==> src/rtl/wfr_acq_pkg.sv <==
package wfr_acq_pkg;
  typedef enum logic [1:0] {
    MODE_WRITE = 2'd0,
    MODE_CONV  = 2'd1,
    MODE_READ  = 2'd2
  } acq_mode_e;
endpackage

==> src/rtl/wfr_phase_gen.sv <==
module wfr_phase_gen #(
  parameter int NCELLS = 256
) (
  input  logic                      clk,
  input  logic                      rst_n,
  input  logic                      run_i,
  input  logic                      restart_i,
  output logic [$clog2(NCELLS)-1:0] idx_o,
  output logic [NCELLS-1:0]         wr_en_o
);
  localparam int CW = $clog2(NCELLS);
  localparam logic [CW-1:0] LAST = CW'(NCELLS - 1);

  logic [CW-1:0] idx_q, idx_d;

  always_comb begin
    idx_d = idx_q;
    if (restart_i)  idx_d = '0;
    else if (run_i) idx_d = (idx_q == LAST) ? '0 : idx_q + 1'b1;
  end

  always_ff @(posedge clk or negedge rst_n) begin
    if (!rst_n)                  idx_q <= '0;
    else if (restart_i || run_i) idx_q <= idx_d;
  end

  for (genvar c = 0; c < NCELLS; c++) begin : g_dec
    assign wr_en_o[c] = run_i && (idx_q == CW'(c));
  end

  assign idx_o = idx_q;

  // at most one cell enabled, and one exactly while running
  assert_onehot_R1: assert property (@(posedge clk) disable iff (!rst_n)
    run_i |-> $onehot(wr_en_o));
  // the pointer steps by one cell, wrapping at the end
  assert_advance_R1: assert property (@(posedge clk) disable iff (!rst_n)
    (run_i && !restart_i) |=>
      idx_q == (($past(idx_q) == LAST) ? '0 : $past(idx_q) + 1'b1));
  // a restart lands on cell 0
  assert_restart_R8: assert property (@(posedge clk) disable iff (!rst_n)
    restart_i |=> idx_q == '0);
endmodule

==> src/rtl/wfr_read_walker.sv <==
module wfr_read_walker #(
  parameter int NCH    = 4,
  parameter int NCELLS = 256,
  parameter int RD_DIV = 4
) (
  input  logic                                   clk,
  input  logic                                   rst_n,
  input  logic                                   start_i,
  input  logic                                   run_i,
  output logic                                   valid_o,
  output logic                                   last_o,
  output logic [((NCH > 1) ? $clog2(NCH) : 1)-1:0] chan_o,
  output logic [$clog2(NCELLS)-1:0]              cell_o
);
  localparam int CW = $clog2(NCELLS);
  localparam int HW = (NCH > 1) ? $clog2(NCH) : 1;
  localparam int DW = (RD_DIV > 1) ? $clog2(RD_DIV) : 1;
  localparam logic [DW-1:0] DIV_LAST  = DW'(RD_DIV - 1);
  localparam logic [CW-1:0] CELL_LAST = CW'(NCELLS - 1);
  localparam logic [HW-1:0] CHAN_LAST = HW'(NCH - 1);

  logic [DW-1:0] div_q, div_d;
  logic [CW-1:0] cell_q, cell_d;
  logic [HW-1:0] chan_q, chan_d;
  logic          tick;

  assign tick = run_i && (div_q == DIV_LAST);

  always_comb begin
    div_d  = div_q;
    cell_d = cell_q;
    chan_d = chan_q;
    if (start_i) begin
      div_d  = '0;
      cell_d = '0;
      chan_d = '0;
    end else if (run_i) begin
      div_d = tick ? '0 : div_q + 1'b1;
      if (tick) begin
        if (cell_q == CELL_LAST) begin
          cell_d = '0;
          chan_d = (chan_q == CHAN_LAST) ? '0 : chan_q + 1'b1;
        end else begin
          cell_d = cell_q + 1'b1;
        end
      end
    end
  end

  always_ff @(posedge clk or negedge rst_n) begin
    if (!rst_n) begin
      div_q  <= '0;
      cell_q <= '0;
      chan_q <= '0;
    end else if (start_i || run_i) begin
      div_q  <= div_d;
      cell_q <= cell_d;
      chan_q <= chan_d;
    end
  end

  assign valid_o = tick;
  assign last_o  = tick && (cell_q == CELL_LAST) && (chan_q == CHAN_LAST);
  assign chan_o  = chan_q;
  assign cell_o  = cell_q;

  // the observation channel is never addressed
  assert_chan_range_R6: assert property (@(posedge clk) disable iff (!rst_n)
    valid_o |-> (int'(chan_o) < NCH));
  // strobes are spaced by the read divider
  if (RD_DIV > 1) begin : g_spacing
    assert_strobe_gap_R5: assert property (@(posedge clk) disable iff (!rst_n)
      valid_o |=> !valid_o);
  end
  // a fresh readout starts at channel 0, cell 0
  assert_start_addr_R6: assert property (@(posedge clk) disable iff (!rst_n)
    start_i |=> (chan_q == '0 && cell_q == '0));
endmodule

==> src/rtl/wfr_mode_fsm.sv <==
module wfr_mode_fsm
  import wfr_acq_pkg::*;
#(
  parameter int NCELLS = 256
) (
  input  logic                      clk,
  input  logic                      rst_n,
  input  logic                      trig_i,
  input  logic                      conv_done_i,
  input  logic                      rd_last_i,
  input  logic [$clog2(NCELLS)-1:0] cell_idx_i,
  output acq_mode_e                 mode_o,
  output logic                      conv_start_o,
  output logic                      enter_read_o,
  output logic                      finish_o,
  output logic [$clog2(NCELLS)-1:0] trig_cell_o
);
  localparam int CW = $clog2(NCELLS);

  acq_mode_e     mode_q, mode_d;
  logic          start_q, start_d;
  logic [CW-1:0] tcell_q;
  logic          take_trig;

  assign take_trig    = (mode_q == MODE_WRITE) && trig_i;
  assign enter_read_o = (mode_q == MODE_CONV) && conv_done_i && !start_q;
  assign finish_o     = (mode_q == MODE_READ) && rd_last_i;

  always_comb begin
    mode_d  = mode_q;
    start_d = take_trig;
    unique case (mode_q)
      MODE_WRITE: if (take_trig)    mode_d = MODE_CONV;
      MODE_CONV:  if (enter_read_o) mode_d = MODE_READ;
      MODE_READ:  if (finish_o)     mode_d = MODE_WRITE;
      default:                      mode_d = MODE_WRITE;
    endcase
  end

  always_ff @(posedge clk or negedge rst_n) begin
    if (!rst_n) begin
      mode_q  <= MODE_WRITE;
      start_q <= 1'b0;
    end else begin
      mode_q  <= mode_d;
      start_q <= start_d;
    end
  end

  always_ff @(posedge clk or negedge rst_n) begin
    if (!rst_n)         tcell_q <= '0;
    else if (take_trig) tcell_q <= cell_idx_i;
  end

  assign mode_o       = mode_q;
  assign conv_start_o = start_q;
  assign trig_cell_o  = tcell_q;

  // the start request lasts one cycle
  assert_start_pulse_R3: assert property (@(posedge clk) disable iff (!rst_n)
    start_q |=> !start_q);
  // the start request only appears in conversion mode
  assert_start_mode_R3: assert property (@(posedge clk) disable iff (!rst_n)
    start_q |-> mode_q == MODE_CONV);
  // triggers while busy leave the latched cell alone
  assert_trig_ignored_R7: assert property (@(posedge clk) disable iff (!rst_n)
    (mode_q != MODE_WRITE) |=> $stable(tcell_q));
  // readout is entered only from conversion
  assert_read_entry_R5: assert property (@(posedge clk) disable iff (!rst_n)
    (mode_q == MODE_READ && $past(mode_q) != MODE_READ) |-> $past(mode_q) == MODE_CONV);
endmodule

==> src/rtl/wfr_acq_seq.sv <==
module wfr_acq_seq
  import wfr_acq_pkg::*;
#(
  parameter int NCH    = 4,
  parameter int NCELLS = 256,
  parameter int RD_DIV = 4
) (
  input  logic                                     clk,
  input  logic                                     rst_n,
  input  logic                                     trig_i,
  input  logic                                     conv_done_i,
  output logic                                     conv_start_o,
  output logic [NCELLS-1:0]                        wr_en_o,
  output logic                                     busy_o,
  output logic [1:0]                               mode_o,
  output logic [$clog2(NCELLS)-1:0]                trig_cell_o,
  output logic                                     rd_valid_o,
  output logic [((NCH > 1) ? $clog2(NCH) : 1)-1:0] rd_chan_o,
  output logic [$clog2(NCELLS)-1:0]                rd_cell_o
);
  localparam int CW = $clog2(NCELLS);

  acq_mode_e     mode;
  logic [CW-1:0] cell_idx;
  logic          rd_last, enter_read, finish;

  wfr_mode_fsm #(.NCELLS(NCELLS)) u_fsm (
    .clk         (clk),
    .rst_n       (rst_n),
    .trig_i      (trig_i),
    .conv_done_i (conv_done_i),
    .rd_last_i   (rd_last),
    .cell_idx_i  (cell_idx),
    .mode_o      (mode),
    .conv_start_o(conv_start_o),
    .enter_read_o(enter_read),
    .finish_o    (finish),
    .trig_cell_o (trig_cell_o)
  );

  wfr_phase_gen #(.NCELLS(NCELLS)) u_phase (
    .clk      (clk),
    .rst_n    (rst_n),
    .run_i    (mode == MODE_WRITE),
    .restart_i(finish),
    .idx_o    (cell_idx),
    .wr_en_o  (wr_en_o)
  );

  wfr_read_walker #(.NCH(NCH), .NCELLS(NCELLS), .RD_DIV(RD_DIV)) u_read (
    .clk    (clk),
    .rst_n  (rst_n),
    .start_i(enter_read),
    .run_i  (mode == MODE_READ),
    .valid_o(rd_valid_o),
    .last_o (rd_last),
    .chan_o (rd_chan_o),
    .cell_o (rd_cell_o)
  );

  assign busy_o = (mode != MODE_WRITE);
  assign mode_o = mode;

  // cells stay frozen while busy
  assert_frozen_R2: assert property (@(posedge clk) disable iff (!rst_n)
    busy_o |-> (wr_en_o == '0));
  // no sample strobe outside read mode
  assert_valid_mode_R5: assert property (@(posedge clk) disable iff (!rst_n)
    rd_valid_o |-> mode_o == 2'd2);
  // the final strobe hands back to write mode at cell 0
  assert_return_R8: assert property (@(posedge clk) disable iff (!rst_n)
    (rd_valid_o && rd_last) |=> (mode_o == 2'd0 && wr_en_o[0]));
endmodule

==> config.mk <==
export PLATFORM = sky130hd
export DESIGN_NAME = wfr_acq_seq
export DESIGN_NICKNAME = d
export VERILOG_FILES = /design/src/rtl/wfr_acq_pkg.sv /design/src/rtl/wfr_phase_gen.sv /design/src/rtl/wfr_read_walker.sv /design/src/rtl/wfr_mode_fsm.sv /design/src/rtl/wfr_acq_seq.sv
export SDC_FILE = /design/constraint.sdc
export NUM_CORES = 1
export LEC_CHECK = 0
export CAP_MARGIN = 15
export CORE_AREA = 2 2 110 112
export CTS_CLUSTER_DIAMETER = 40
export DETAILED_ROUTE_END_ITERATION = 7
export DIE_AREA = 0 0 112 114
export DONT_BUFFER_PORTS = 1
export GPL_ROUTABILITY_DRIVEN = 0
export SLEW_MARGIN = 30
export SYNTH_ARGS = -nofsm -noshare
export SYNTH_HDL_FRONTEND = slang
export SYNTH_HIERARCHICAL = 1
export SYNTH_SLANG_ARGS = --single-unit
==> constraint.sdc <==
create_clock -name clk -period 4.55 [get_ports clk]
set_input_delay 1.1375 -clock clk [delete_from_list [all_inputs] [get_ports clk]]
set_output_delay 1.1375 -clock clk [all_outputs]
set_load 0.05 [all_outputs]
==> impl_metrics.ini <==
[layout]
num-nets-final = 722
drive_gt1_frac = 0.4171
insertedDiodeCount = 0
utilization = 0.4408
area_delta_synth_final_pct = 65.30

[clocking]
clock_latency_ps = 270
cts.clk_slew.worst_paths_ps = 50
postCtsSetupRepairBufs = 0
h-tree-depth = 2
root_buffer = clkbuf_16
hold_buffers = 0
clockBufferDepth = 2
ctsResizeCount = 0
cts.sinks = 31
cts_buffers = 5
tritoncts = done

[critical_path]
crit_fanout = 21
critPathArrivalTime_ps = 2670
path_class = flop to output pin
worst_setup_path_start_kind = flop
worst-path-stages = 5
r2r_end = u_phase/idx_o[0]
r2r-start = u_fsm/mode_o[1]
critPathBufInv = 2
path_delay_family = simple AND/OR/NAND/NOR gates
slowest_delay_ps = 690
crit_required_ps = 3410
reg2reg_slack_ps = 1430
crit_chain = nor2_1 > buf_4 > nand3_1 > nor2_1 > buf_4
slowest_stage = nand3_1
cp-end-kind = output pin
reg2reg_depth = 9

[sta]
min_period_ps = 3810
max_freq_mhz = 262.4
finalHoldViolCount = 0
setup_viol = 0
fin_skew_ps = 7.733
tightest_slew_ps = 951.8
period_share = 0.8375
drv_slew = 0
rsz0062_at_grt = no
slew_headroom = 0.3627
fin_setup_tns_ps = 0

[global_routing]
grt_use_met1 = 0.3108
grt.overflow.total = 0
grt_antenna_before_repair = 0
grt_pass1_wl_mm = 23.04
top_usage_layer = met2
grt_pass1_vias = 3807
met3_usage = 0.05579
grtUsageTotal = 0.2316
grt_max_degree = 32
grt.met2_usage = 0.3782

[yosys]
synth_warnings = 6
netlist_top_cells_area = nor2_1 32%, dfrtp_1 25%, buf_2 5.1%
synth_area_leader_cell = nor2_1
syn_inst = 490
synth.most_common_cell = nor2_1
synth_top_area_frac = 0.3197
async_flop_share = 1.000
ys_types = 50
synth_common_cells = 266 x nor2_1, 32 x buf_2, 31 x dfrtp_1
synth_ff_type = dfrtp_1
syn-cell-area_sq_um = 3123
synth_nets = 501
synth-seq-cells = 31
seq_area_frac_synth = 0.2484
synth_edf_count = 0
avgSynthCellArea_sq_um = 6.373

[floorplan]
die_w_microns = 112
die_h_microns = 114
io_pins = 283
initial_core_util = 0.2667
core_sq_um = 11710
die-area_sq_um = 12770
placementRows = 40

[routing]
dr_total_vias = 4468
wl_per_cell_microns = 18.91
drcViolationCount = 0
first_pass_iters = 5
routed_via_density = 5.201
drt-total-wl_mm = 16.25
antenna_left = 0
drtIter0Drc = 379

[pwr]
power.density_nw_per_um2 = 350.0
peakVddDrop_v = 0.0002312
p_total_uw = 1807
leakage_uw = 0.002473

[run]
cap_violations = 0

[place]
port_buffers = 0
hpwl_mm = 11.82

[status]
status = completed

[min_path]
min_path_type = primary input to asynchronous set/reset pin
[layer usage]
metal,up-vias,wire (microns),share of wire
met5,-,0,0
met4,0,242,0.015
met3,34,1708,0.11
met2,310,7668,0.47
met1,2122,6626,0.41
li1,2002,-,-
[stage by stage]
step	std cells	setup slack [ps]	area, sq um	hold WS, ps
finish	859	739.5	5162	545.1
global route	859	589.6	5162	547.3
CTS	859	759.4	5162	551.0
detailed placement	851	1084	5002	539.2
global placement	851	1094	5002	508.8
floorplan	490	871.1	3123	482.7
[state kept, by name, indices dropped and copies added (netlist names)]
register / cells
u_fsm/trig_cell_o: 8
u_read/div_q: 2
u_fsm/conv_start_o: 1
u_read/chan_o: 2
u_phase/idx_o: 8
u_read/cell_o: 8
u_fsm/mode_o: 2
[worst reg2reg max path: stages (launching register included)]
cell	delay [ps]
dfrtp_1	770
and2b_2	410
nand4_4	180
nor3_1	360
and2_1	230
nand2_1	60
nor2_1	440
inv_1	110
o311a_4	180
mux2_4	260
[cells by family (layout without fill, tap and decap cells)]
kind of cell	after synthesis	in the layout	share of synthesized area
AOI/OAI and AO/OA	24	24	0.05329
xor gates and xnor gates	5	5	0.01402
adders and majority gates	7	7	0.02804
buffers and inverters	52	274	0.08894
DFF	31	31	0.2484
muxes	12	12	0.05289
and+or+nand+nor	359	359	0.5144
[worst max-delay path by stage]
| stage | slack, ps | from | end |
|---|---|---|---|
| final | 740 | u_fsm/mode_o[0] | wr_en_o[64] |
| after global routing | 590 | u_fsm/mode_o[0] | wr_en_o[55] |
| after CTS | 760 | u_fsm/mode_o[0] | wr_en_o[99] |
| after detailed placement | 1080 | u_fsm/mode_o[0] | wr_en_o[23] |
| after global placement | 1090 | u_fsm/mode_o[0] | wr_en_o[0] |
| after floorplan | 870 | u_fsm/mode_o[0] | wr_en_o[33] |
[final cells by class]
| class | count | area [sq um] |
|---|---|---|
| Clock buffer | 7 | 152.6 |
| Clock inverter | 1 | 7.507 |
| Fill cell | 1155 | 6549 |
| Inverter | 9 | 33.78 |
| Multi-Input combinational cell | 407 | 2079 |
| Sequential cell | 31 | 775.7 |
| Tap cell | 147 | 183.9 |
| Timing Repair Buffer | 257 | 1929 |
[power by group]
group,internal (uW),total [uW],switching (uW)
clock,232,347,115
sequential,349,651,302
combinational,241,809,568
[placed cells by master, fill, tap and decap left out, types with 6 or more instances in the layout]
cell type  synthesis  layout
nand3_1           21      21
nor2_1           266     266
dfrtp_1           31      31
mux2_4             9       9
inv_1              9       9
buf_4              5     257
nand2_1           21      21
ha_1               7       7
nand3_2            6       6
a21oi_1            8       8
Note: power is estimated with default switching activity, not from simulation.
